File: src/rtl/eprom_prog_pkg.sv
package eprom_prog_pkg;
  typedef enum logic [2:0] {
    ST_IDLE, ST_FETCH, ST_SETUP, ST_PULSE, ST_HOLD, ST_VERIFY, ST_MCLR, ST_CREAD
  } state_e;

  typedef enum logic [1:0] {
    VCC_NOM  = 2'd0,
    VCC_PROG = 2'd1,
    VCC_HI   = 2'd2,
    VCC_LO   = 2'd3
  } vcc_e;
endpackage

File: src/rtl/prog_timer.sv
module prog_timer #(
  parameter int W = 8
) (
  input  logic         clk_i,
  input  logic         rst_ni,
  input  logic         load_i,
  input  logic [W-1:0] len_i,
  output logic         zero_o
);
  logic [W-1:0] cnt_q;

  // load with len-1 so the phase lasts exactly len cycles
  always_ff @(posedge clk_i or negedge rst_ni) begin
    if (!rst_ni)             cnt_q <= '0;
    else if (load_i)         cnt_q <= len_i - W'(1);
    else if (cnt_q != '0)    cnt_q <= cnt_q - W'(1);
  end

  assign zero_o = (cnt_q == '0);
endmodule

File: src/rtl/attempt_counter.sv
module attempt_counter #(
  parameter int MAX = 25
) (
  input  logic clk_i,
  input  logic rst_ni,
  input  logic clr_i,
  input  logic inc_i,
  output logic last_o
);
  localparam int W = $clog2(MAX + 1);
  logic [W-1:0] cnt_q;

  always_ff @(posedge clk_i or negedge rst_ni) begin
    if (!rst_ni)                                   cnt_q <= '0;
    else if (clr_i)                                cnt_q <= '0;
    else if (inc_i && cnt_q != W'(MAX - 1))        cnt_q <= cnt_q + W'(1);
  end

  // true while the pulse just verified is the MAX-th one
  assign last_o = (cnt_q == W'(MAX - 1));
endmodule

File: src/rtl/eprom_prog_ctrl.sv
module eprom_prog_ctrl
  import eprom_prog_pkg::*;
#(
  parameter int NUM_WORDS  = 2097152,
  parameter int DATA_W     = 16,
  parameter int PULSE_CYC  = 2500,
  parameter int SETUP_CYC  = 50,
  parameter int SAMPLE_CYC = 50,
  parameter int MAX_PULSES = 25,
  localparam int ADDR_W    = (NUM_WORDS > 1) ? $clog2(NUM_WORDS) : 1
) (
  input  logic              clk_i,
  input  logic              rst_ni,
  input  logic              start_i,
  output logic              src_req_o,
  output logic [ADDR_W-1:0] src_addr_o,
  input  logic              src_vld_i,
  input  logic [DATA_W-1:0] src_data_i,
  output logic [ADDR_W-1:0] dev_addr_o,
  output logic [DATA_W-1:0] dev_data_o,
  output logic              dev_data_oe_o,
  input  logic [DATA_W-1:0] dev_data_i,
  output logic              dev_ce_n_o,
  output logic              dev_oe_n_o,
  output logic              vpp_hi_o,
  output logic              margin_o,
  output logic [1:0]        vcc_sel_o,
  output logic              busy_o,
  output logic              done_o,
  output logic              fail_o,
  output logic [ADDR_W-1:0] fail_addr_o
);
  localparam int MAX_AB = (PULSE_CYC > SETUP_CYC) ? PULSE_CYC : SETUP_CYC;
  localparam int MAX_C  = (MAX_AB > SAMPLE_CYC) ? MAX_AB : SAMPLE_CYC;
  localparam int TW     = $clog2(MAX_C + 1);
  localparam logic [ADDR_W-1:0] LAST_ADDR = ADDR_W'(NUM_WORDS - 1);

  state_e            state_q, state_d;
  logic [ADDR_W-1:0] addr_q, addr_d, fail_addr_q, fail_addr_d;
  logic [DATA_W-1:0] wdata_q, wdata_d;
  logic              check_q, check_d, pass_q, pass_d, margin_q, margin_d;
  logic              done_q, done_d, fail_q, fail_d;

  logic              tmr_load, tmr_zero;
  logic [TW-1:0]     tmr_len;
  logic              cnt_clr, cnt_inc, cnt_last;
  logic              match, at_last;

  prog_timer #(.W(TW)) u_timer (
    .clk_i, .rst_ni, .load_i(tmr_load), .len_i(tmr_len), .zero_o(tmr_zero)
  );

  attempt_counter #(.MAX(MAX_PULSES)) u_attempts (
    .clk_i, .rst_ni, .clr_i(cnt_clr), .inc_i(cnt_inc), .last_o(cnt_last)
  );

  assign match   = (dev_data_i == wdata_q);
  assign at_last = (addr_q == LAST_ADDR);

  always_comb begin
    state_d     = state_q;
    addr_d      = addr_q;
    wdata_d     = wdata_q;
    check_d     = check_q;
    pass_d      = pass_q;
    margin_d    = margin_q;
    done_d      = done_q;
    fail_d      = fail_q;
    fail_addr_d = fail_addr_q;
    tmr_load    = 1'b0;
    tmr_len     = TW'(SETUP_CYC);
    cnt_clr     = 1'b0;
    cnt_inc     = 1'b0;
    unique case (state_q)
      ST_IDLE: if (start_i) begin
        addr_d      = '0;
        check_d     = 1'b0;
        pass_d      = 1'b0;
        margin_d    = 1'b1;
        done_d      = 1'b0;
        fail_d      = 1'b0;
        fail_addr_d = '0;
        state_d     = ST_FETCH;
      end
      ST_FETCH: if (src_vld_i) begin
        wdata_d  = src_data_i;
        tmr_load = 1'b1;
        if (check_q) begin
          tmr_len = TW'(SAMPLE_CYC);
          state_d = ST_CREAD;
        end else begin
          cnt_clr = 1'b1;
          state_d = ST_SETUP;
        end
      end
      ST_SETUP: if (tmr_zero) begin
        tmr_load = 1'b1;
        tmr_len  = TW'(PULSE_CYC);
        state_d  = ST_PULSE;
      end
      ST_PULSE: if (tmr_zero) begin
        tmr_load = 1'b1;
        state_d  = ST_HOLD;
      end
      ST_HOLD: if (tmr_zero) begin
        tmr_load = 1'b1;
        tmr_len  = TW'(SAMPLE_CYC);
        state_d  = ST_VERIFY;
      end
      ST_VERIFY: if (tmr_zero) begin
        if (match) begin
          if (at_last) begin
            margin_d = 1'b0;
            tmr_load = 1'b1;
            state_d  = ST_MCLR;
          end else begin
            addr_d  = addr_q + ADDR_W'(1);
            state_d = ST_FETCH;
          end
        end else if (cnt_last) begin
          margin_d    = 1'b0;
          done_d      = 1'b1;
          fail_d      = 1'b1;
          fail_addr_d = addr_q;
          state_d     = ST_IDLE;
        end else begin
          cnt_inc  = 1'b1;
          tmr_load = 1'b1;
          state_d  = ST_SETUP;
        end
      end
      ST_MCLR: if (tmr_zero) begin
        check_d = 1'b1;
        pass_d  = 1'b0;
        addr_d  = '0;
        state_d = ST_FETCH;
      end
      ST_CREAD: if (tmr_zero) begin
        if (!match) begin
          done_d      = 1'b1;
          fail_d      = 1'b1;
          fail_addr_d = addr_q;
          check_d     = 1'b0;
          state_d     = ST_IDLE;
        end else if (!at_last) begin
          addr_d  = addr_q + ADDR_W'(1);
          state_d = ST_FETCH;
        end else if (!pass_q) begin
          pass_d  = 1'b1;
          addr_d  = '0;
          state_d = ST_FETCH;
        end else begin
          done_d  = 1'b1;
          check_d = 1'b0;
          state_d = ST_IDLE;
        end
      end
      default: state_d = ST_IDLE;
    endcase
  end

  always_ff @(posedge clk_i or negedge rst_ni) begin
    if (!rst_ni) begin
      state_q     <= ST_IDLE;
      addr_q      <= '0;
      wdata_q     <= '0;
      check_q     <= 1'b0;
      pass_q      <= 1'b0;
      margin_q    <= 1'b0;
      done_q      <= 1'b0;
      fail_q      <= 1'b0;
      fail_addr_q <= '0;
    end else begin
      state_q     <= state_d;
      addr_q      <= addr_d;
      wdata_q     <= wdata_d;
      check_q     <= check_d;
      pass_q      <= pass_d;
      margin_q    <= margin_d;
      done_q      <= done_d;
      fail_q      <= fail_d;
      fail_addr_q <= fail_addr_d;
    end
  end

  logic prog_win;
  assign prog_win = (state_q == ST_SETUP) || (state_q == ST_PULSE) || (state_q == ST_HOLD);

  assign src_req_o     = (state_q == ST_FETCH);
  assign src_addr_o    = addr_q;
  assign dev_addr_o    = addr_q;
  assign dev_data_o    = wdata_q;
  assign dev_data_oe_o = prog_win;
  assign vpp_hi_o      = prog_win;
  assign dev_ce_n_o    = !((state_q == ST_PULSE) || (state_q == ST_VERIFY) || (state_q == ST_CREAD));
  assign dev_oe_n_o    = !((state_q == ST_VERIFY) || (state_q == ST_CREAD));
  assign margin_o      = margin_q;
  assign vcc_sel_o     = (state_q == ST_IDLE) ? VCC_NOM :
                         !check_q ? VCC_PROG : (pass_q ? VCC_LO : VCC_HI);
  assign busy_o        = (state_q != ST_IDLE);
  assign done_o        = done_q;
  assign fail_o        = fail_q;
  assign fail_addr_o   = fail_addr_q;
endmodule

File: config.mk
export PLATFORM = sky130hd
export DESIGN_NAME = eprom_prog_ctrl
export DESIGN_NICKNAME = d
export VERILOG_FILES = /design/src/rtl/eprom_prog_pkg.sv /design/src/rtl/prog_timer.sv /design/src/rtl/attempt_counter.sv /design/src/rtl/eprom_prog_ctrl.sv
export SDC_FILE = /design/constraint.sdc
export NUM_CORES = 1
export LEC_CHECK = 0
export CORE_MARGIN = 2
export CORE_UTILIZATION = 64
export CTS_CLUSTER_DIAMETER = 40
export DETAILED_ROUTE_END_ITERATION = 10
export DONT_BUFFER_PORTS = 1
export PLACE_DENSITY = 0.84
export SLEW_MARGIN = 20
export SYNTH_ARGS = -nofsm -noshare
export SYNTH_HDL_FRONTEND = slang
export SYNTH_SLANG_ARGS = --single-unit
File: constraint.sdc
create_clock -name clk_i -period 3.9 [get_ports clk_i]
set_clock_uncertainty 0.1 [all_clocks]
set_input_delay 0.585 -clock clk_i [delete_from_list [all_inputs] [get_ports clk_i]]
set_output_delay 0.585 -clock clk_i [all_outputs]
set_load 0.01 [all_outputs]
==> results.cfg <==
[run_status]
status = finished, final reports clean

[cts]
cts_root_buffer = clkbuf_8
cts_made_buffers = 9
insertion_delay_ps = 360
cts_tree = yes
path_clk_slew_ps = 80
clk_path_buf_depth = 2
cts_num_sinks = 83
htreeDepth = 3

[sta]
maxSlewViolCount = 0
worst_slack_ps = 520
relSlewSlack = 0.316
period_share = 0.867
fmax_ghz = 0.296
rsz0062_at_grt = no
min_period_ps = 3380
tns_ps = 0
setup_violations = 0
tightestPinTransition_ps = 1020
hold_viol_final = 0

[min_path]
worstHoldPathType = in2async

[place]
dp_hpwl_um = 7520
pre_cts_ws_ps = 575
place.gp.congestion = 0.910
io_buffers = 0

[cells_and_area]
n_antenna_cell = 0
area_delta_synth_final_pct = 2.37
drive_gt1_frac = 0.107
layout_commonest_cell = nand2_1
nNetsFinal = 523
layout_common_cells = nand2_1, dfrtp_1, nor2_1
fill_cells = 581

[drt]
via_count = 3731
drt-total-wl_um = 10700
wl_per_cell_um = 18.3
drt_iter0_drc = 251
drcViolationCount = 0
ant_nets = 0
avgViaCountPerCell = 6.36
drt_first_pass_iters = 5

[floorplan]
ios = 126
dieArea_um2 = 8040
coreArea_um2 = 7180
start_util = 0.655
fp-row-count = 31
die_x_um = 89.7
die_h_um = 89.7

[pwr]
power_frac_comb = 0.017
pwr_density_cell_nw_per_um2 = 312
switching_power_mw = 0.322
seq_power_share = 0.573
p_sw_frac = 0.214
internal_power_mw = 1.18
p_leak_nw = 2.12
pwr-share-clk = 0.410
irDropWorstVdd_uv = 203

[global_routing]
grt_start_max_net_pins = 84
antenna_found_initial = 0
grt_util_met1 = 0.328
grt_pass1_wl_um = 17000
grt-busiest-layer = met2
grt_pass1_vias = 3593
met3_usage = 0.0622
grt_overflow_total = 0
grt_usage = 0.276
use_met2 = 0.478

[worst_setup_path]
cp-end-kind = flop
critPathMaxFanout = 10
critical_path_class = reg2reg
rr_worst_depth = 10
reg2reg_from = dev_addr_o[13]$_DFFE_PN0P_
r2r_setup_slack_ps = 520
crit_required_ps = 4060
arrival_ps = 3550
critPathLaunchType = flop
timing.rr.end = u_timer.cnt_q[10]$_DFFE_PN0P_

[synth]
ys_types = 60
syn_inst = 509
yosysWarnings = 0
async_flop_share = 1.00
ys_ff_latch = 83
synthFlopType = dfrtp_1
syn-cell-area_um2 = 4700
synth_edf_count = 0
synth.avg_cell_area_um2 = 9.23
syn_nets = 549
synth-seq-area-share = 0.442

[run]
maxCapViolCount = 0
==> critical path: stages (launching register included) <==
cell and delay (ps):
dfrtp_1 620, nand4_2 210, or4_4 600, nor4_1 320, mux2_2 260, o21ai_1 120
nand2_1 100, ha_1 190, nand2_1 120, or4_1 440, o31ai_1 200
==> power by group through the flow <==
stage	clock network, mW	registers [mW]	logic, mW
2_1_floorplan	0	0.877	0.00616
3_3_place_gp	0	0.877	0.00695
3_5_place_dp	0	0.877	0.00712
4_1_cts	0.630	0.860	0.0273
5_1_grt	0.662	0.860	0.0315
6_report	0.615	0.860	0.0260
==> kinds of logic after synthesis <==
family	share of synthesized area
adders and majority gates	0.0107
DFF	0.442
xor gates and xnor gates	0.0429
and+or+nand+nor	0.227
muxes	0.0621
buffers and inverters	0.0852
AOI/OAI and AO/OA	0.130
==> through the flow <==
step | instance area (µm²) | power (mW) | hold WS (ps) | utilization | instances
after global routing | 4810 | 1.55 | 56.3 | 0.670 | 587
final | 4810 | 1.50 | 26.9 | 0.670 | 587
after floorplan | 4700 | 0.883 | 189 | - | 509
after global placement | 4590 | 0.884 | 191 | 0.639 | 570
after CTS | 4810 | 1.52 | 33.3 | 0.670 | 587
after detailed placement | 4590 | 0.884 | 191 | 0.639 | 570
==> worst max path at each step <==
stage | startpoint | end | slack [ps] | depth (start not counted)
2_1_floorplan | dev_data_i[8] | u_timer.cnt_q[10]$_DFFE_PN0P_ | 770 | 12
3_3_place_gp | dev_addr_o[13]$_DFFE_PN0P_ | u_timer.cnt_q[10]$_DFFE_PN0P_ | 690 | 11
3_5_place_dp | dev_addr_o[13]$_DFFE_PN0P_ | u_timer.cnt_q[10]$_DFFE_PN0P_ | 570 | 10
4_1_cts | dev_addr_o[13]$_DFFE_PN0P_ | u_timer.cnt_q[10]$_DFFE_PN0P_ | 560 | 10
5_1_grt | dev_addr_o[13]$_DFFE_PN0P_ | u_timer.cnt_q[10]$_DFFE_PN0P_ | 270 | 11
6_report | dev_addr_o[13]$_DFFE_PN0P_ | u_timer.cnt_q[10]$_DFFE_PN0P_ | 520 | 10
==> state kept, by name (all words and copies together) (netlist names) <==
signal,count
check_q,1
dev_addr_o,21
dev_data_o,16
done_o,1
fail_addr_o,21
fail_o,1
margin_o,1
pass_q,1
state_q,3
u_attempts.cnt_q,5
u_timer.cnt_q,12
==> repair_timing <==
action,4_1_cts,5_1_grt
gates resized for setup,0,0
endpoints found under the hold margin,83,0
buffers inserted,0,0
hold buffers,1,0
==> per-layer routing <==
metal  wire length [µm]  vias up
met5                  0        -
met2               5410      178
met3                782       21
li1                   -     1701
met1               4320     1831
met4                216        0
==> cell type report <==
class,instances,area (µm²),area share
Sequential cell,83,2080,0.432
Clock buffer,12,145,0.0302
Timing Repair Buffer,7,72.6,0.0151
Tap cell,99,124,0.0258
Multi-Input combinational cell,351,2220,0.463
Clock inverter,4,50.0,0.0104
Inverter,31,116,0.0242
==> Yosys cell counts, types with 4 or more instances <==
cell type,count,area (µm²)
nand3_1,17,85.1
nor3_1,9,45.0
nor4_1,5,31.3
nand4_1,10,62.6
or3_1,6,37.5
inv_1,31,116
xor2_1,19,166
or4_1,7,52.6
and3_1,4,25.0
clkbuf_1,15,56.3
dfrtp_1,83,2080
nor2_1,32,120
ha_1,4,50.1
mux2_2,9,101
xnor2_1,4,35.0
nand3b_1,5,37.5
nand2_1,85,319
and2_1,4,25.0
o21a_1,4,30.0
o21ai_1,5,25.0
o21ai_0,12,60.1
a31oi_1,6,37.5
and4_1,4,35.0
mux2i_1,19,190
buf_4,22,165
a21oi_1,20,100
o31ai_1,12,90.1
a21oi_2,7,61.3
(Power assumes the default switching activity.)
